<file path="src/rtl/hbm_pkg.sv">
package hbm_pkg;

  typedef enum logic [1:0] {
    HS_HIZ  = 2'b00,
    HS_HIGH = 2'b01,
    HS_LOW  = 2'b10
  } halfState_e;

  typedef enum logic [1:0] {
    MODE_PHEN = 2'b00,
    MODE_RSV1 = 2'b01,
    MODE_RSV2 = 2'b10,
    MODE_PWM  = 2'b11
  } ctrlMode_e;

  typedef enum logic [1:0] {
    ST_SLEEP  = 2'b00,
    ST_INIT   = 2'b01,
    ST_ACTIVE = 2'b10
  } ctrlState_e;

  // Strobes from control to datapath
  typedef struct packed {
    logic bridgeEn;   // outputs may drive
    logic modeLoad;   // capture pin mode this cycle
    logic tripForce;  // trip hold window active
  } dpStrobe_t;

  typedef struct packed {
    halfState_e out1;
    halfState_e out2;
  } bridgeCmd_t;

  function automatic bridgeCmd_t decodeCmd(logic [1:0] mode, logic a, logic b);
    bridgeCmd_t c;
    c.out1 = HS_HIZ;
    c.out2 = HS_HIZ;
    case (mode)
      MODE_PHEN: begin
        if (!a) begin
          c.out1 = HS_LOW;
          c.out2 = HS_LOW;
        end else if (b) begin
          c.out1 = HS_HIGH;
          c.out2 = HS_LOW;
        end else begin
          c.out1 = HS_LOW;
          c.out2 = HS_HIGH;
        end
      end
      MODE_PWM: begin
        case ({a, b})
          2'b10: begin c.out1 = HS_HIGH; c.out2 = HS_LOW;  end
          2'b01: begin c.out1 = HS_LOW;  c.out2 = HS_HIGH; end
          2'b11: begin c.out1 = HS_LOW;  c.out2 = HS_LOW;  end
          default: begin c.out1 = HS_HIZ; c.out2 = HS_HIZ; end
        endcase
      end
      default: begin
        c.out1 = HS_HIZ;
        c.out2 = HS_HIZ;
      end
    endcase
    return c;
  endfunction

  function automatic halfState_e clampLow(halfState_e s);
    return (s == HS_HIGH) ? HS_LOW : s;
  endfunction

endpackage

</file>
<file path="src/rtl/hbm_ctrl.sv">
module hbm_ctrl
  import hbm_pkg::*;
#(
  parameter int INIT_CYCLES = 4,
  parameter int TRIP_HOLD   = 16
) (
  input  logic      clk,
  input  logic      rstN,
  input  logic      sleepEff,
  input  logic      tripEn,
  input  logic      tripHit,
  input  logic      sourcing,
  output dpStrobe_t strobe
);

  localparam int INIT_W = $clog2(INIT_CYCLES + 1);
  localparam int HOLD_W = $clog2(TRIP_HOLD + 1);
  localparam logic [INIT_W-1:0] INIT_LAST = INIT_W'(INIT_CYCLES - 1);
  localparam logic [HOLD_W-1:0] HOLD_LOAD = HOLD_W'(TRIP_HOLD);

  ctrlState_e        state, stateNext;
  logic [INIT_W-1:0] initCnt, initCntNext;
  logic [HOLD_W-1:0] holdCnt;
  logic              initDone;
  logic              tripStart;

  assign initDone = (state == ST_INIT) && (initCnt == '0);

  always_comb begin
    stateNext   = state;
    initCntNext = initCnt;
    if (!sleepEff) begin
      stateNext   = ST_SLEEP;
      initCntNext = '0;
    end else begin
      case (state)
        ST_SLEEP: begin
          stateNext   = ST_INIT;
          initCntNext = INIT_LAST;
        end
        ST_INIT: begin
          if (initDone) stateNext = ST_ACTIVE;
          else          initCntNext = initCnt - 1'b1;
        end
        default: stateNext = ST_ACTIVE;
      endcase
    end
  end

  always_ff @(posedge clk or negedge rstN) begin
    if (!rstN) begin
      state   <= ST_SLEEP;
      initCnt <= '0;
    end else begin
      state   <= stateNext;
      initCnt <= initCntNext;
    end
  end

  assign tripStart = (state == ST_ACTIVE) && sleepEff && tripEn && tripHit &&
                     sourcing && (holdCnt == '0);

  always_ff @(posedge clk or negedge rstN) begin
    if (!rstN)               holdCnt <= '0;
    else if (tripStart)      holdCnt <= HOLD_LOAD;
    else if (holdCnt != '0)  holdCnt <= holdCnt - 1'b1;
  end

  assign strobe.bridgeEn  = (state == ST_ACTIVE) && sleepEff;
  assign strobe.modeLoad  = initDone && sleepEff;
  assign strobe.tripForce = (holdCnt != '0);

endmodule

</file>
<file path="src/rtl/hbm_datapath.sv">
module hbm_datapath
  import hbm_pkg::*;
#(
  parameter int REG_CTRL = 0,
  parameter int LANES    = 2
) (
  input  logic       clk,
  input  logic       rstN,
  input  dpStrobe_t  strobe,
  input  logic       drvOff,
  input  logic       in1,
  input  logic       in2,
  input  logic [1:0] modePin,
  input  logic [1:0] regMode,
  input  logic       regPinOvr,
  input  logic       regIn1,
  input  logic       regIn2,
  output logic       sourcing,
  output logic [1:0] out1State,
  output logic [1:0] out2State
);

  localparam bit LIVE_MODE = (REG_CTRL != 0);

  logic [1:0] modeQ;
  logic [1:0] modeSel;
  logic       inA, inB;
  bridgeCmd_t baseCmd;
  halfState_e laneNext [LANES];
  halfState_e laneQ    [LANES];

  // Pin mode latch, loaded once per initialization
  always_ff @(posedge clk or negedge rstN) begin
    if (!rstN)                modeQ <= MODE_PHEN;
    else if (strobe.modeLoad) modeQ <= modePin;
  end

  assign modeSel = LIVE_MODE ? regMode : modeQ;
  assign inA     = (LIVE_MODE && regPinOvr) ? regIn1 : in1;
  assign inB     = (LIVE_MODE && regPinOvr) ? regIn2 : in2;

  assign baseCmd  = decodeCmd(modeSel, inA, inB);
  assign sourcing = strobe.bridgeEn && !drvOff &&
                    ((baseCmd.out1 == HS_HIGH) || (baseCmd.out2 == HS_HIGH));

  always_comb begin
    laneNext[0] = baseCmd.out1;
    laneNext[1] = baseCmd.out2;
  end

  for (genvar g = 0; g < LANES; g++) begin : g_lane
    halfState_e gated;
    always_comb begin
      if (!strobe.bridgeEn || drvOff) gated = HS_HIZ;
      else if (strobe.tripForce)      gated = clampLow(laneNext[g]);
      else                            gated = laneNext[g];
    end
    always_ff @(posedge clk or negedge rstN) begin
      if (!rstN) laneQ[g] <= HS_HIZ;
      else       laneQ[g] <= gated;
    end
  end

  assign out1State = laneQ[0];
  assign out2State = laneQ[1];

endmodule

</file>
<file path="src/rtl/hbridge_mode_ctrl.sv">
module hbridge_mode_ctrl
  import hbm_pkg::*;
#(
  parameter int REG_CTRL    = 0,
  parameter int INIT_CYCLES = 4,
  parameter int TRIP_HOLD   = 16
) (
  input  logic       clk,
  input  logic       rstN,
  input  logic       sleepN,
  input  logic       drvOff,
  input  logic       in1,
  input  logic       in2,
  input  logic [1:0] modePin,
  input  logic [1:0] regMode,
  input  logic       regPinOvr,
  input  logic       regIn1,
  input  logic       regIn2,
  input  logic       tripEn,
  input  logic       tripHit,
  output logic [1:0] out1State,
  output logic [1:0] out2State
);

  dpStrobe_t strobe;
  logic      sourcing;
  logic      sleepEff;

  // Register-configured variant has no sleep input: always awake
  assign sleepEff = (REG_CTRL != 0) ? 1'b1 : sleepN;

  hbm_ctrl #(
    .INIT_CYCLES(INIT_CYCLES),
    .TRIP_HOLD  (TRIP_HOLD)
  ) u_ctrl (
    .clk     (clk),
    .rstN    (rstN),
    .sleepEff(sleepEff),
    .tripEn  (tripEn),
    .tripHit (tripHit),
    .sourcing(sourcing),
    .strobe  (strobe)
  );

  hbm_datapath #(
    .REG_CTRL(REG_CTRL),
    .LANES   (2)
  ) u_dp (
    .clk      (clk),
    .rstN     (rstN),
    .strobe   (strobe),
    .drvOff   (drvOff),
    .in1      (in1),
    .in2      (in2),
    .modePin  (modePin),
    .regMode  (regMode),
    .regPinOvr(regPinOvr),
    .regIn1   (regIn1),
    .regIn2   (regIn2),
    .sourcing (sourcing),
    .out1State(out1State),
    .out2State(out2State)
  );

endmodule

</file>
<file path="config.mk">
export PLATFORM = sky130hd
export DESIGN_NAME = hbridge_mode_ctrl
export DESIGN_NICKNAME = d
export VERILOG_FILES = /design/src/rtl/hbm_pkg.sv /design/src/rtl/hbm_ctrl.sv /design/src/rtl/hbm_datapath.sv /design/src/rtl/hbridge_mode_ctrl.sv
export SDC_FILE = /design/constraint.sdc
export NUM_CORES = 1
export LEC_CHECK = 0
export BUFFER_PORTS_ARGS = -buffer_cell sky130_fd_sc_hd__buf_2
export CAP_MARGIN = 20
export CELL_PAD_IN_SITES_DETAIL_PLACEMENT = 1
export CELL_PAD_IN_SITES_GLOBAL_PLACEMENT = 1
export CORE_MARGIN = 3
export CORE_UTILIZATION = 40
export CTS_CLUSTER_SIZE = 30
export DETAILED_ROUTE_END_ITERATION = 12
export PLACE_DENSITY_LB_ADDON = 0.05
export SYNTH_ARGS = -nofsm -noshare
export SYNTH_HDL_FRONTEND = slang
export SYNTH_SLANG_ARGS = --single-unit
</file>
<file path="constraint.sdc">
create_clock -name clk -period 1.8 [get_ports clk]
set_input_delay 0.18 -clock clk [delete_from_list [all_inputs] [get_ports clk]]
set_output_delay 0.18 -clock clk [all_outputs]
set_load 0.1 [all_outputs]
</file>
==> qor.txt <==
DR WL/cell = 14.1 µm
Synthesis Warnings = 0
RSZ-0062 raised after global routing = false
DRC errors left = 0
Setup bufs post-CTS = 0
Fmax achieved = 0.629 GHz
Vias after detailed routing = 684
Top post-synthesis cells by area = dfrtp_1 (45%), ha_1 (7.0%), nand3b_1 (4.2%), nand2_1 (3.8%), mux2_2 (3.8%)
Worst r2r src = u_ctrl.holdCnt[0]$_DFFE_PN0P_
GRT Util Overall = 15.9%
Worst path most repeated cell = buf_4
Starting density of the core = 43.6%
Cells after synthesis = 83
Area growth, synth to finish = 20.0%
Largest net degree at the start of global routing = 17
Io pins = 19
Critical-path maximum fanout = 5
Post-synth EDFFs = 0
Clock Path Buffers = 2
Antenna Violating Nets Remaining = 0
Total Neg Setup Slack = 0 ps
CTS Buf Count = 3
Synth area leader = dfrtp_1
Footprint of the multi-input gates = 458 µm²
Fin crit period = 1590 ps
Worst reg-to-reg setup slack = 210 ps
CORE AREA = 2040 µm²
Critical Path End = u_dp.out2State[1]$_DFF_PN0_
Pwr/cell area = 1310 nW/µm²
Yosys top cell area share = 45.0%
Library cells used by synthesis = 32
CTS Root Cell = clkbuf_4
Initial antenna violation count = 0
Clk slew on worst S/H paths = 90 ps
Final Hold Vio Count = 0
Critical-path cell list = inv_1, ha_1, buf_4, nor4b_1, buf_4, a2111o_1, o31ai_1
Pre-CTS setup slack = 139 ps
Fill cells = 242
Post-route worst setup slack = 210 ps
Final period util = 88.3%
Worst path slowest cell = dfrtp_1
Metal-1 WL = 936 µm
Met2 WL = 800 µm
Row cnt = 16
Met3 wire length = 66 µm
Worst Tran Pin Value = 486 ps
Slowest stage delay, CP = 370 ps
Syn_nets = 103
Leakage = 0.501 nW
FF-to-FF End = u_dp.out2State[1]$_DFF_PN0_
Post-Synthesis Cell Area = 890 µm²
Worst reg-to-reg path cell count = 7
Sink Count = 16
# diodes = 0
Hold Crit Class = primary input to flip-flop
TritonCTS clock tree = done
Routed vias/inst = 5.22
Uppermost layer routed = met4
DR iter-0 viols = 3
Vias in the first global route = 708
Worst Skew = 0.746 ps
Post-Route WL = 1850 µm
DIE AREA = 2830 µm²
Post-DP HPWL = 1420 µm
CP Class = flip-flop to flip-flop
WP depth = 7
FF+latch area = 400 µm²
Input/output buffers = 13
CP endpoint kind = flip-flop
Synth Flop Type = dfrtp_1
Async S/R FF share, synth = 100%
Final GP Congestion = 0.696
Die X = 53.2 µm
Htree depth = 1
Crit path DAT = 1790 ps
Required @ worst endpoint = 2000 ps
FF+latch count, synth = 16
Max VDD drop = 835 µV
Die H = 53.2 µm
Part of the Yosys area used for sequential elements = 45.0%
Startpoint type of the worst setup path = flip-flop
Clk_lat worst skew = 290 ps
Congestion Overflow GR = 0
Hold Crit Start = modePin[1]
DR pass1 iterations = 2
Mean post-synth cell area = 10.7 µm²
Status = finished clean
CP startpoint = u_ctrl.holdCnt[0]$_DFFE_PN0P_
Setup Viol. Count Final = 0
Max cap viols = 0
Slew headroom = 67.8%
CP Buf/Inv Count = 3
Nets = 125
Top Family by Delay on Critical Path = compound AO/OA/AOI/OAI gates
First-pass GRT wire length = 3120 µm
Final Max Slew Viols = 0
Layout cells sized above 1 = 26.9%
[final cells by class]
cell class	count	area share [%]
clock buffers	4	3.40
inverters	7	2.46
multi-input cells	58	42.9
flip-flops and latches	16	37.5
well taps	27	3.17
repair buffers	19	10.6
[power breakdown]
part | internal (W) | total, W | switching [W]
combinational | 0.000308 | 0.000616 | 0.000308
sequential | 0.000452 | 0.000542 | 0.0000894
clock | 0.000123 | 0.000240 | 0.000116
[Yosys cell counts (2+ instances only)]
master,number
a21oi_1,2
ha_1,5
dfrtp_1,16
mux2i_1,2
nand4bb_1,3
a21boi_0,2
and2_1,3
nand2_1,9
nor3_1,2
nand4b_1,2
o211a_1,2
a21o_1,2
inv_1,7
mux2_2,3
o21ai_0,2
nand3b_1,5
[metrics by stage]
stage / power [W] / util, % / hold WS, ps / cell area, µm² / std cells
after floorplan: 0.000963 / - / -116 / 890 / 83
after CTS: 0.00141 / 52.1 / 106 / 1060 / 131
after detailed placement: 0.00116 / 49.8 / 115 / 1020 / 126
after global routing: 0.00153 / 52.3 / 111 / 1070 / 131
after global placement: 0.00112 / 49.8 / 108 / 1020 / 126
final: 0.00140 / 52.3 / 116 / 1070 / 131
[what timing repair did]
item | 4_1_cts | 5_1_grt
endpoints found under the hold margin | 16 | 0
hold buffers | 1 | 0
resized for setup | 0 | 1
setup endpoints to repair | 0 | 1
[placed cells by master, fill, tap and decap left out, drive strengths merged]
cell type / Yosys / final
a2111oi: 1 / 1
dfrtp: 16 / 16
nor4b: 1 / 1
mux2: 3 / 3
a311oi: 1 / 1
a21o: 2 / 2
nor3: 2 / 2
and2: 3 / 3
clkbuf: 1 / 4
o211a: 2 / 2
or4b: 1 / 1
nor2b: 1 / 1
a21bo: 1 / 1
nand2b: 1 / 1
nor3b: 1 / 1
nand4bb: 3 / 3
o22ai: 1 / 1
a21boi: 2 / 2
mux2i: 2 / 2
nor2: 1 / 1
a22oi: 1 / 1
o31ai: 1 / 1
buf: 1 / 18
a211oi: 1 / 1
o21ai: 2 / 2
ha: 5 / 5
inv: 7 / 7
a21oi: 2 / 2
nand4b: 2 / 2
nand3b: 5 / 5
a2111o: 1 / 1
nand2: 9 / 9
dlygate4sd3: 0 / 1
[state kept, by name, summed over array words and instances, names as in the netlist]
register	cells
u_dp.modeQ	2
u_ctrl.holdCnt	5
u_dp.out1State	2
u_ctrl.initCnt	3
u_dp.out2State	2
u_ctrl.state	2
[per-layer routing]
| layer | GRT usage [%] | up-vias |
|---|---|---|
| met5 | 0 | - |
| met4 | 10.2 | 0 |
| met3 | 3.38 | 5 |
| met2 | 24.0 | 12 |
| met1 | 20.3 | 321 |
| li1 | - | 346 |
[cell families after synthesis]
family	Yosys count	share of synthesized area, %
flip-flops	16	45.0
AND/OR/NAND/NOR	30	21.8
buffers and inverters	9	3.94
adder cells (fa/ha/maj)	5	7.03
AO/OA/AOI/OAI	18	16.2
multiplexers	5	6.05
[worst min path at each step]
| stage | endpoint | cells past startpoint |
|---|---|---|
| after floorplan | u_ctrl.holdCnt[0]$_DFFE_PN0P_ | 0 |
| after global placement | u_ctrl.holdCnt[3]$_DFFE_PN0P_ | 1 |
| after detailed placement | u_ctrl.holdCnt[3]$_DFFE_PN0P_ | 1 |
| after CTS | u_dp.modeQ[1]$_DFFE_PN0P_ | 2 |
| after global routing | u_dp.modeQ[1]$_DFFE_PN0P_ | 2 |
| final | u_dp.modeQ[1]$_DFFE_PN0P_ | 2 |
No activity file was read; power rests on OpenSTA's default activity.
